File: config.mk
export PLATFORM = sky130hd
export DESIGN_NAME = tmr_ctl_top
export DESIGN_NICKNAME = d
export VERILOG_FILES = /design/src/rtl/tmr_ctl_pkg.sv /design/src/rtl/tmr_ctl_reg.sv /design/src/rtl/tmr_tick_gen.sv /design/src/rtl/tmr_edge_sync.sv /design/src/rtl/tmr_cnt_slice.sv /design/src/rtl/tmr_ctl_top.sv
export SDC_FILE = /design/constraint.sdc
export NUM_CORES = 1
export LEC_CHECK = 0
export ABC_AREA = 1
export CAP_MARGIN = 5
export CORE_MARGIN = 2
export CORE_UTILIZATION = 28
export DETAILED_ROUTE_END_ITERATION = 7
export PLACE_DENSITY = 0.45
export SLEW_MARGIN = 20
export SYNTH_ARGS = -nofsm -noshare
export SYNTH_HDL_FRONTEND = slang
export SYNTH_SLANG_ARGS = --single-unit
File: constraint.sdc
create_clock -name clk -period 1.9 [get_ports clk]
set_clock_uncertainty 0.15 [all_clocks]
set_input_delay 0.38 -clock clk [delete_from_list [all_inputs] [get_ports clk]]
set_output_delay 0.38 -clock clk [all_outputs]
set_load 0.1 [all_outputs]
File: src/rtl/tmr_ctl_pkg.sv
package tmr_ctl_pkg;

    localparam int CTL_W = 8;

    // Packed MSB first: gate5 is bit 7 and rsvd is bit 0
    typedef struct packed {
        logic gate5;
        logic gate4;
        logic gate3;
        logic split;     // 1: timers 4/5 independent, 0: joined
        logic sel4_ext;  // 1: ext_clk4 edges, 0: internal tick
        logic sel3_ext;  // 1: ext_clk3 edges, 0: internal tick
        logic test;      // outputs follow gate bits
        logic rsvd;
    } tmr_ctl_t;

    function automatic tmr_ctl_t ctl_from_bus(logic [CTL_W-1:0] d);
        tmr_ctl_t c;
        c      = tmr_ctl_t'(d);
        c.rsvd = 1'b0;
        return c;
    endfunction

    function automatic logic pick_step(logic use_ext, logic tick, logic ext_edge);
        return use_ext ? ext_edge : tick;
    endfunction

endpackage

File: src/rtl/tmr_ctl_reg.sv
module tmr_ctl_reg
    import tmr_ctl_pkg::*;
(
    input  logic             clk,
    input  logic             rst,
    input  logic             wr_en,
    input  logic [CTL_W-1:0] wr_data,
    output tmr_ctl_t         ctl,
    output logic [CTL_W-1:0] rd_data
);
    always_ff @(posedge clk) begin
        if (rst)
            ctl <= '0;
        else if (wr_en)
            ctl <= ctl_from_bus(wr_data);
    end

    assign rd_data = ctl;


    wr_readback_chk: assert property (@(posedge clk) disable iff (rst)
        wr_en |=> (rd_data == {$past(wr_data[CTL_W-1:1]), 1'b0}));
endmodule

File: src/rtl/tmr_tick_gen.sv
module tmr_tick_gen #(
    parameter int TICK_DIV = 8
) (
    input  logic clk,
    input  logic rst,
    output logic tick
);
    localparam int TW = (TICK_DIV > 1) ? $clog2(TICK_DIV) : 1;

    logic [TW-1:0] div_cnt;

    assign tick = (div_cnt == TW'(TICK_DIV - 1));

    always_ff @(posedge clk) begin
        if (rst || tick)
            div_cnt <= '0;
        else
            div_cnt <= div_cnt + 1'b1;
    end


    tick_single_chk: assert property (@(posedge clk) disable iff (rst)
        tick |=> !tick);
endmodule

File: src/rtl/tmr_edge_sync.sv
module tmr_edge_sync (
    input  logic clk,
    input  logic rst,
    input  logic async_in,
    output logic rise
);
    logic [2:0] sh;

    always_ff @(posedge clk) begin
        if (rst)
            sh <= '0;
        else
            sh <= {sh[1:0], async_in};
    end

    assign rise = sh[1] & ~sh[2];


    edge_single_chk: assert property (@(posedge clk) disable iff (rst)
        rise |=> !rise);
endmodule

File: src/rtl/tmr_cnt_slice.sv
module tmr_cnt_slice #(
    parameter int W = 16
) (
    input  logic         clk,
    input  logic         rst,
    input  logic         load,
    input  logic         step,
    input  logic [W-1:0] rv,
    output logic [W-1:0] cnt,
    output logic         zero
);
    always_ff @(posedge clk) begin
        if (rst)
            cnt <= '0;
        else if (load)
            cnt <= rv;
        else if (step)
            cnt <= cnt - 1'b1;
    end

    assign zero = (cnt == '0);
endmodule

File: src/rtl/tmr_ctl_top.sv
module tmr_ctl_top
    import tmr_ctl_pkg::*;
#(
    parameter int CNT_W    = 16,
    parameter int TICK_DIV = 8
) (
    input  logic             clk,
    input  logic             rst,
    input  logic             wr_en,
    input  logic [CTL_W-1:0] wr_data,
    output logic [CTL_W-1:0] rd_data,
    input  logic             ext_clk3,
    input  logic             ext_clk4,
    input  logic [CNT_W-1:0] reload3,
    input  logic [CNT_W-1:0] reload4,
    input  logic [CNT_W-1:0] reload5,
    output logic             tc3,
    output logic             tc4,
    output logic             tc5
);
    localparam int N_EXT = 2;

    tmr_ctl_t         ctl;
    logic             tick;
    logic [N_EXT-1:0] ext_raw;
    logic [N_EXT-1:0] ext_rise;
    logic             step3, step4, step5, src4;
    logic             ld3, ld4, ld5;
    logic             zero3, zero4, zero5, pair_zero;
    logic [CNT_W-1:0] cnt3, cnt4, cnt5;
    logic             tc3_q, tc4_q, tc5_q;

    tmr_ctl_reg u_reg (
        .clk(clk), .rst(rst), .wr_en(wr_en), .wr_data(wr_data),
        .ctl(ctl), .rd_data(rd_data)
    );

    tmr_tick_gen #(.TICK_DIV(TICK_DIV)) u_tick (
        .clk(clk), .rst(rst), .tick(tick)
    );

    assign ext_raw = {ext_clk4, ext_clk3};

    for (genvar g = 0; g < N_EXT; g++) begin : g_sync
        tmr_edge_sync u_sync (
            .clk(clk), .rst(rst), .async_in(ext_raw[g]), .rise(ext_rise[g])
        );
    end

    assign step3     = pick_step(ctl.sel3_ext, tick, ext_rise[0]);
    assign src4      = pick_step(ctl.sel4_ext, tick, ext_rise[1]);
    assign pair_zero = zero4 & zero5;

    always_comb begin
        ld3 = !ctl.gate3 || (step3 && zero3);
        if (ctl.split) begin
            ld4   = !ctl.gate4 || (src4 && zero4);
            step4 = src4;
            ld5   = !ctl.gate5 || (tick && zero5);
            step5 = tick;
        end else begin
            ld4   = !ctl.gate4 || (src4 && pair_zero);
            ld5   = ld4;
            step4 = src4;
            step5 = src4 && zero4;
        end
    end

    tmr_cnt_slice #(.W(CNT_W)) u_c3 (
        .clk(clk), .rst(rst), .load(ld3), .step(step3), .rv(reload3),
        .cnt(cnt3), .zero(zero3)
    );
    tmr_cnt_slice #(.W(CNT_W)) u_c4 (
        .clk(clk), .rst(rst), .load(ld4), .step(step4), .rv(reload4),
        .cnt(cnt4), .zero(zero4)
    );
    tmr_cnt_slice #(.W(CNT_W)) u_c5 (
        .clk(clk), .rst(rst), .load(ld5), .step(step5), .rv(reload5),
        .cnt(cnt5), .zero(zero5)
    );

    always_ff @(posedge clk) begin
        if (rst) begin
            tc3_q <= 1'b0;
            tc4_q <= 1'b0;
            tc5_q <= 1'b0;
        end else begin
            tc3_q <= ctl.gate3 && step3 && zero3;
            tc4_q <= ctl.gate4 && src4 && (ctl.split ? zero4 : pair_zero);
            tc5_q <= ctl.split && ctl.gate5 && tick && zero5;
        end
    end

    assign tc3 = ctl.test ? ctl.gate3 : tc3_q;
    assign tc4 = ctl.test ? ctl.gate4 : tc4_q;
    assign tc5 = ctl.test ? ctl.gate5 : tc5_q;


    gate_hold_chk: assert property (@(posedge clk) disable iff (rst)
        !ctl.gate3 |=> (cnt3 == $past(reload3)));


    tc_pulse_chk: assert property (@(posedge clk) disable iff (rst)
        tc3_q |=> !tc3_q);


    cascade_borrow_chk: assert property (@(posedge clk) disable iff (rst)
        ($past(!ctl.split && ctl.gate4) && (cnt5 != $past(cnt5)))
            |-> ($past(cnt4) == '0));
endmodule

==> flow_summary_export.csv, run 1 <==
group,metric,value,unit
yosys,synth_mux_area_share,0,%
yosys,synth_fa_ha_area_share,2.030,%
yosys,synth-seq-cells,67,
floorplan,initial_core_util,28.48,%
layout,nNetsFinal,846,
layout,drive_gt1_share,23.24,%
setup_path,required,1.99,ns
place,dpl_cell_area,5665,sq um
clock_network,clockBufferDepth,2,
timing,max_freq,535.2,MHz
pwr,ir_worst_vdd,0.4380,mV
clock_network,clock_sinks,67,
yosys,ys_top_cells_by_area,"dfxtp_1, nand2_1, inv_1",
global_route,grt_pass1_vias,4267,
clock_network,cts-root-buf,"clkbuf_16",
yosys,synth_top_area_share,31.09,%
floorplan,rows,45,
yosys,yosysTopAreaCell,"dfxtp_1",
setup_path,cp.arrival,1.96,ns
timing,finalCritPeriodShare,98.34,%
floorplan,coreArea,15150,sq um
yosys,syn_inst,662,
timing,hold_viol,0,
timing,holdWs,0.2556,ns
layout,area.growth.synth_to_final,46.40,%
yosys,yosysSeqAreaShare,31.09,%
timing,drv_slew,0,
place,dp_hpwl,8769,um
yosys,synth_compound_area_share,9.020,%
detailed_routing,via_count,4370,
detailed_routing,dr.pass1.iters,4,
global_route,grt-ovfl-total,0,
layout,finalInstanceArea,6316,sq um
clock_network,clk_latency,0.34,ns
clock_network,htree_num_levels,3,
yosys,synth_flop_cell,"dfxtp_1",
floorplan,dieArea,16420,sq um
setup_path,critPathMaxFanout,7,
yosys,synth_top_family_by_area,"simple AND/OR/NAND/NOR gates",
yosys,async_flop_share,0,%
global_route,grt_use_total,15.24,%
pwr,pwr_density_cell,753.9,nW/um^2
global_route,antenna_found_initial,0,
setup_path,startpoint_type,"flop",
detailed_routing,routed_wl,12250,um
pwr,p_leak,0.002988,uW
yosys,syn_area_per_cell,6.517,sq um
detailed_routing,drc,0,
clock_network,cts.clk_slew.worst_paths,0.06,ns
clock_network,cts_tree,"done",
floorplan,num_io_pins,72,
yosys,netlist_area,4314,sq um
yosys,synth.net_count,730,
floorplan,fp.dieH,128.1,um
place,numPortBuffers,69,
yosys,synthXorXnorAreaFrac,7.106,%
worst_hold_path,holdCritPathClass,"reg2reg",
timing,rsz0062_at_grt,"true",
detailed_routing,vias_per_cell,4.501,
yosys,yosysMostFrequentCell,"nand2_1",
yosys,synth_edf_count,0,
timing,fin_crit,1.869,ns
detailed_routing,antenna_left,0,
yosys,ys_types,36,
floorplan,fp.dieW,128.1,um
setup_path,crit_type,"reg2reg",
clock_network,cts-buffers-inserted,9,
global_route,grt_pass1_wl,19900,um
global_route,grt_max_degree,35,
yosys,yosysWarnings,0,
layout,diodes,0,
setup_path,cp-end-kind,"flop",
flow_run,maxCapViolations,0,
run_status,status,"finished clean",
place,gp_congestion,0.9053,
detailed_routing,wire_per_inst,12.62,um
detailed_routing,drtIter0Drc,177,
yosys,yosys.area_share.simple,37.33,%
timing,setup_violations,0,
yosys,synthTopCellsByCount,"nand2_1, inv_1, nor2_1",
==> stage by stage <==
step	std cells	TNS [ns]	total power, uW	setup WS [ns]	util [%]
3_3_place_gp	949	-1.538	2974	-0.1479	37.41
3_5_place_dp	949	-3.693	2986	-0.2252	37.41
4_1_cts	967	-0.04510	4742	-0.02128	40.06
2_1_floorplan	662	0	2506	0.001536	-
5_1_grt	971	-2.437	5052	-0.1189	41.70
6_report	971	0	4762	0.03148	41.70
==> area by class of cell <==
class	instances	area, sq um
Multi-Input combinational cell	466	2645
Sequential cell	67	1369
Clock inverter	3	40.04
Timing Repair Buffer	128	1364
Inverter	106	412.9
Tap cell	188	235.2
Clock buffer	13	250.2
Fill cell	1580	8830
==> metal layers <==
layer	global-route usage (%)	wire [um]
met1	19.09	5742
met3	4.382	521
met2	25.32	5826
met5	0	0
met4	4.783	161
==> power breakdown <==
part           internal, uW  switching (uW)
sequential             1520             108
clock                  1050             631
combinational           650             802
==> worst paths after layout <==
kind	start	to	slack, ns	depth (start not counted)
worst max-delay path	u_tick.div_cnt[0]$_SDFF_PP0_	u_c5.cnt[13]$_SDFFE_PP0P_	0.03	14
worst min-delay path	g_sync[1].u_sync.sh[0]$_SDFF_PP0_	g_sync[1].u_sync.sh[1]$_SDFF_PP0_	0.26	2
worst max register to register	u_tick.div_cnt[0]$_SDFF_PP0_	u_c5.cnt[13]$_SDFFE_PP0P_	0.03	14
worst min register to register	g_sync[1].u_sync.sh[0]$_SDFF_PP0_	g_sync[1].u_sync.sh[1]$_SDFF_PP0_	0.26	2
==> layout by cell type, fill, tap and decap left out, types with 4 or more instances in the layout <==
cell and instances:
inv_2 12, o21bai_1 4, nand2_4 7, inv_1 91
o21ai_1 11, nor3_1 11, nand3_2 4, a21oi_2 4
nand2_1 136, a21oi_1 12, dfxtp_1 57, o21ai_0 19
buf_4 46, xor2_1 26, o211ai_1 9, clkdlybuf4s50_1 59
nor2_1 85, nand3_1 40, buf_12 13, xnor2_1 9
clkbuf_16 11, nor2_4 5, nand4_1 23, dfxtp_2 4
ha_4 4, nand2_2 21, nor2_2 14, dfxtp_4 6
buf_6 4
==> sequential cells by signal, summed over array words and instances (netlist names) <==
name	flops
u_c3.cnt	16
u_c4.cnt	16
u_c5.cnt	16
u_reg.ctl	7
g_sync.u_sync.sh	6
u_tick.div_cnt	3
tc3_q	1
tc4_q	1
tc5_q	1
==> critical path, cell delays in order, from the launching register on <==
cell and delay [ns]:
dfxtp_2 0.35, ha_4 0.14, ha_4 0.14, nand2_4 0.05, nand2_4 0.09, nand2_4 0.06
nor2_4 0.11, nand2_2 0.07, nand2_4 0.10, nand2_8 0.10, buf_8 0.17, nand3_2 0.05
nand2_1 0.05, nor2_1 0.09, nor2_1 0.05
==> cells by family (layout without fill, tap and decap cells) <==
logic type / Yosys count / after routing
xor+xnor: 35 / 35
other cells: 1 / 1
buf+inv: 130 / 250
flops: 67 / 67
compound gates: 68 / 68
fa+ha+maj: 7 / 7
simple gates: 354 / 355
==> timing repair <==
item / 4_1_cts / 5_1_grt
pin swaps: 2 / 21
setup endpoints to repair: 45 / 48
hold buffers: 0 / 0
resized for setup: 22 / 55
buffers inserted: 1 / 1
cloned: 1 / 3
Power figures use the tool's default switching activity.
==> run 2, diff against run 1 <==
PLACE_DENSITY = 0.52   (was 0.45)
==> run 2 against run 1 <==
The flow now finishes with violations (negative setup slack); combinational power rose by 3%; fmax fell by 3.2%; cell area rose by 3.2%; setup slack got worse by 0.062 ns; hold slack improved by 0.0022 ns.
==> flow_summary_export.csv, run 2 (synthesis gave the netlist of run 1 again) <==
group,metric,value,unit
run_status,status,"complete, but fails checks",
run_status,failed_checks,"negative setup slack",
clock_network,htree_num_levels,3,
layout,nNetsFinal,863,
place,dp_cells,957,
layout,diodes,0,
layout,layout_commonest_cell,"nand2_1",
clock_network,clk_latency,0.34,ns
setup_path,critPathMaxFanout,8,
detailed_routing,via_count,4479,
clock_network,postCtsHoldBufs,0,
floorplan,initial_core_util,28.48,%
timing,setup_slack,-0.03051,ns
timing,finalCritPeriodShare,101.6,%
global_route,grt_pass1_wl,19470,um
floorplan,rows,45,
detailed_routing,drtIter0Drc,173,
flow_run,maxCapViolations,0,
place,dp_hpwl,8760,um
setup_path,required,1.98,ns
timing,hold_viol,0,
global_route,grt_use_total,14.88,%
global_route,grt_pass1_vias,4280,
timing,fin_crit,1.931,ns
timing,max_freq,518.0,MHz
global_route,grt_max_degree,25,
layout,drive_gt1_share,26.25,%
worst_hold_path,whs_path_depth,2,
floorplan,fp.dieH,128.1,um
clock_network,cts_tree,"done",
timing,drv_slew,0,
clock_network,cts.clk_slew.worst_paths,0.06,ns
place,numPortBuffers,69,
place,pre_cts_ws,-0.2089,ns
pwr,ir_worst_vdd,0.4554,mV
floorplan,coreArea,15150,sq um
setup_path,r2r_slack,-0.03,ns
clock_network,clockBufferDepth,2,
place,gp_congestion,0.8431,
detailed_routing,dr.pass1.iters,4,
worst_hold_path,hold_end,"g_sync[1].u_sync.sh[1]$_SDFF_PP0_",
floorplan,fp.dieW,128.1,um
worst_hold_path,holdCritPathClass,"reg2reg",
setup_path,crit_type,"reg2reg",
setup_path,startpoint_type,"flop",
floorplan,dieArea,16420,sq um
detailed_routing,routed_wl,12560,um
detailed_routing,vias_per_cell,4.533,
setup_path,reg2reg_depth,12,
setup_path,reg2reg_to,"u_c3.cnt[6]$_SDFFE_PP0P_",
pwr,pwr_density_cell,743.8,nW/um^2
setup_path,r2r-start,"u_tick.div_cnt[0]$_SDFF_PP0_",
layout,area.growth.synth_to_final,51.13,%
pwr,p_leak,0.003064,uW
layout,reg_top3,"u_c3.cnt x16, u_c4.cnt x16, u_c5.cnt x16",
floorplan,num_io_pins,72,
timing,rsz0062_at_grt,"true",
detailed_routing,antenna_left,0,
layout,final_cell_mix,"nand2_1, inv_1, nor2_1, clkdlybuf4s50_1, dfxtp_1",
detailed_routing,drc,0,
layout,fin_cells,988,
timing,setup_violations,5,
clock_network,cts-root-buf,"clkbuf_16",
detailed_routing,wire_per_inst,12.71,um
global_route,antenna_found_initial,0,
global_route,grt-ovfl-total,0,
clock_network,cts-buffers-inserted,9,
setup_path,cp-end-kind,"flop",
pwr,total_power,4849,uW
setup_path,cp.arrival,2.01,ns
worst_hold_path,hold_start,"g_sync[1].u_sync.sh[0]$_SDFF_PP0_",
clock_network,clock_sinks,67,
layout,fillerInstances,1524,
==> run 2: changes by cell type in the layout (fill, tap and decap cells not counted), sizes merged <==
cell      change
buf          +14
clkbuf        -4
clkinvlp      +2
inv           +2
nand2         +2
clkinv        +1
==> run 2: timing repair <==
action                     CTS  global route
setup endpoints to repair   47            49
pin swaps                    6            22
gates resized for setup     20            81
hold endpoints to repair     0             0
gates cloned                 1             6
setup buffers                2             6
==> run 2: power by group <==
part / total [uW] / switching (uW) / internal (uW)
logic: 1500 / 819 / 679
clock network: 1710 / 684 / 1020
registers: 1640 / 119 / 1520
total: 4850 / 1620 / 3230
==> run 2: area by class of cell <==
| type | count | area, sq um | area share, % |
|---|---|---|---|
| Multi-Input combinational cell | 468 | 2693 | 41.30 |
| Timing Repair Buffer | 142 | 1493 | 22.89 |
| Sequential cell | 67 | 1373 | 21.05 |
| Inverter | 106 | 417.9 | 6.410 |
| Tap cell | 188 | 235.2 | 3.608 |
| Clock buffer | 9 | 225.2 | 3.454 |
| Clock inverter | 7 | 76.32 | 1.171 |
| Timing Repair inverter | 1 | 7.507 | 0.1151 |
==> run 2: how the worst max path moves through the flow <==
| stage | from | end | depth (start not counted) | slack [ns] |
|---|---|---|---|---|
| finish | u_tick.div_cnt[0]$_SDFF_PP0_ | u_c3.cnt[6]$_SDFFE_PP0P_ | 12 | -0.03 |
| global route | u_tick.div_cnt[1]$_SDFF_PP0_ | u_c3.cnt[11]$_SDFFE_PP0P_ | 11 | -0.11 |
| floorplan | u_tick.div_cnt[0]$_SDFF_PP0_ | u_c3.cnt[12]$_SDFFE_PP0P_ | 10 | 0.002 |
| global placement | u_tick.div_cnt[0]$_SDFF_PP0_ | u_c5.cnt[2]$_SDFFE_PP0P_ | 12 | -0.16 |
| detailed placement | u_tick.div_cnt[0]$_SDFF_PP0_ | u_c5.cnt[6]$_SDFFE_PP0P_ | 12 | -0.21 |
| CTS | u_tick.div_cnt[0]$_SDFF_PP0_ | u_c3.cnt[9]$_SDFFE_PP0P_ | 10 | -0.006 |
==> run 2: worst max-delay path: stages (launching register included) <==
cell	delay (ns)
dfxtp_2	0.33
ha_4	0.16
ha_4	0.15
buf_6	0.11
inv_4	0.06
o22ai_4	0.08
buf_6	0.13
nor2_4	0.15
buf_6	0.13
inv_6	0.04
o21ai_0	0.13
o21bai_1	0.13
inv_1	0.05
==> run 2: metal layers <==
| layer | vias up | routed length (um) | part of all wire, % | global-route usage [%] |
|---|---|---|---|---|
| li1 | 2344 | - | - | - |
| met1 | 2031 | 5554 | 44 | 18.33 |
| met2 | 91 | 6307 | 50 | 25.35 |
| met3 | 13 | 519 | 4.1 | 3.548 |
| met4 | 0 | 176 | 1.4 | 5.301 |
| met5 | - | 0 | 0 | 0 |
==> run 2: stage by stage <==
step                setup TNS, ns  hold WS, ns  cell area (sq um)  util [%]
floorplan                       0       0.2383               4372         -
detailed placement         -3.315       0.2513               5725     37.80
global placement           -1.827       0.2445               5725     37.80
finish                    -0.1028       0.2578               6520     43.05
CTS                     -0.005999       0.2601               6128     40.46
global route               -3.209       0.2837               6520     43.05
==> run 3, diff against run 2 <==
--- a/config.mk
+++ b/config.mk
@@ -11,2 +11,3 @@
 export CORE_UTILIZATION = 28
+export CTS_BUF_LIST = sky130_fd_sc_hd__clkbuf_2 sky130_fd_sc_hd__clkbuf_4 sky130_fd_sc_hd__clkbuf_8
 export DETAILED_ROUTE_END_ITERATION = 7
==> constraint.sdc (replaced) <==
create_clock -name clk -period 1.9 [get_ports clk]
set_clock_uncertainty 0.15 [all_clocks]
set_input_delay 0.19 -clock clk [delete_from_list [all_inputs] [get_ports clk]]
set_output_delay 0.19 -clock clk [all_outputs]
set_load 0.1 [all_outputs]
==> run 3 against run 2 <==
The flow now finishes without violations; cell area shrank 3.6%; global-route usage is 0.095 points higher; total power is 11% lower.
==> flow_summary_export.csv, run 3 (synthesis gave the netlist of run 1 again) <==
group,metric,value,unit
detailed_routing,vias_per_cell,4.427,
worst_hold_path,holdCritPathClass,"in2reg",
layout,fillerInstances,1600,
flow_run,maxCapViolations,0,
pwr,internal_power,2775,uW
clock_network,clock_sinks,67,
setup_path,startpoint_type,"flop",
timing,holdWs,0.1876,ns
layout,layout_commonest_cell,"nand2_1",
setup_path,crit_type,"reg2reg",
clock_network,cts_tree,"done",
place,pre_cts_ws,-0.1481,ns
detailed_routing,wire_per_inst,12.42,um
global_route,grt_max_degree,31,
timing,setup-tns-final,0,ns
pwr,p_switching,1559,uW
floorplan,rows,45,
clock_network,postCtsHoldBufs,0,
timing,finalCritPeriodShare,99.86,%
global_route,grt-ovfl-total,0,
floorplan,fp.dieH,128.1,um
detailed_routing,antenna_left,0,
timing,setup_slack,0.002592,ns
clock_network,cts-root-buf,"clkbuf_8",
layout,diodes,0,
pwr,pwr-share-clk,29.0,%
detailed_routing,drtIter0Drc,245,
setup_path,cp.arrival,2.00,ns
floorplan,dieArea,16420,sq um
pwr,swShare,35.98,%
timing,hold_viol,0,
timing,setup_violations,0,
clock_network,htree_num_levels,3,
timing,fin_crit,1.897,ns
setup_path,cp-end-kind,"flop",
layout,multi_input_area,2719,sq um
place,gp_congestion,0.8320,
place,dp_hpwl,8373,um
clock_network,clk_latency,0.37,ns
pwr,p_leak,0.002987,uW
detailed_routing,routed_wl,12160,um
global_route,grt_pass1_wl,19520,um
layout,reg_top3,"u_c3.cnt x16, u_c4.cnt x16, u_c5.cnt x16",
clock_network,cts.clk_slew.worst_paths,0.08,ns
pwr,pwr-share-seq,37.6,%
setup_path,required,2.01,ns
floorplan,initial_core_util,28.48,%
detailed_routing,dr.pass1.iters,4,
floorplan,coreArea,15150,sq um
timing,max_freq,527.0,MHz
layout,area.growth.synth_to_final,45.77,%
pwr,pwr_density_cell,689.2,nW/um^2
clock_network,clockBufferDepth,2,
layout,seqCellArea,1361,sq um
place,numPortBuffers,69,
layout,drive_gt1_share,26.42,%
pwr,ir_worst_vdd,0.3755,mV
detailed_routing,drc,0,
timing,rsz0062_at_grt,"true",
layout,finish.utilization,41.52,%
pwr,comb_power_share,33.3,%
detailed_routing,via_count,4334,
floorplan,num_io_pins,72,
run_status,status,"finished clean",
place,dp_cells,951,
floorplan,fp.dieW,128.1,um
global_route,antenna_found_initial,0,
clock_network,cts-buffers-inserted,9,
timing,drv_slew,0,
layout,fin_cells,979,
layout,final_cell_mix,"nand2_1, inv_1, nor2_1, clkdlybuf4s50_1, dfxtp_1",
setup_path,critPathMaxFanout,6,
global_route,grt_pass1_vias,4143,
layout,nNetsFinal,854,
global_route,grt_use_total,14.98,%
[run 3: changes by cell type in the layout (fill, tap and decap cells not counted), moves of 4 or more]
cell and delta:
buf_12 -7, clkbuf_16 -8, clkbuf_8 +9, nand3_1 -5, nand3_2 +5, o21ai_0 -4
o21ai_1 +4
[run 3: through the flow]
step	cell area (sq um)	power (uW)
2_1_floorplan	4364	2508
3_3_place_gp	5598	2952
3_5_place_dp	5598	2951
4_1_cts	5881	4262
5_1_grt	6289	4628
6_report	6289	4334
[run 3: repair_timing]
action | 4_1_cts | 5_1_grt
endpoints found under the setup margin | 46 | 47
gates resized for setup | 20 | 86
cloned | 0 | 7
pin swaps | 6 | 31
hold endpoints to repair | 0 | 0
buffers inserted | 1 | 5
[run 3: power groups by stage]
| stage | logic, uW | registers, uW | clock network [uW] |
|---|---|---|---|
| after floorplan | 798 | 1710 | 0 |
| after global placement | 1300 | 1650 | 0 |
| after detailed placement | 1300 | 1650 | 0 |
| after CTS | 1320 | 1630 | 1310 |
| after global routing | 1620 | 1650 | 1360 |
| final | 1450 | 1630 | 1260 |
[run 3: worst max-delay path, stage by stage, from the launching register on]
cell and delay [ns]:
dfxtp_2 0.34, ha_4 0.16, ha_4 0.17, inv_2 0.06, o22ai_2 0.07, buf_6 0.13
nand3_4 0.07, nand2_8 0.08, buf_4 0.14, buf_6 0.12, nor2_2 0.10, nor2_1 0.04
nor2_1 0.09, nor2_1 0.04
[run 3: cell type report]
class                   count  area share (%)
repair buffers            135           21.71
clock inverters             7           1.214
flip-flops and latches     67           21.65
inverters                 106           6.486
well taps                 188           3.741
multi-input cells         467           43.24
clock buffers               9           1.970
[run 3: worst paths after layout]
kind	from	to	slack (ns)	cells after the start
hold reg to reg	g_sync[1].u_sync.sh[0]$_SDFF_PP0_	g_sync[1].u_sync.sh[1]$_SDFF_PP0_	0.25	2
setup / recovery	u_tick.div_cnt[0]$_SDFF_PP0_	u_c3.cnt[14]$_SDFFE_PP0P_	0.003	13
setup reg to reg	u_tick.div_cnt[0]$_SDFF_PP0_	u_c3.cnt[14]$_SDFFE_PP0P_	0.003	13
hold / removal	ext_clk3	g_sync[0].u_sync.sh[0]$_SDFF_PP0_	0.19	3
[run 3: metal layers]
metal  share of wire, %  GRT usage, %  up-vias  routed length (um)
met5                  0             0        -                   0
met4                1.2         3.685        0                 141
met3                4.4         4.299        9                 531
met2                 46         24.25       69                5640
met1                 48         19.67     1929                5847
li1                   -             -     2327                   -
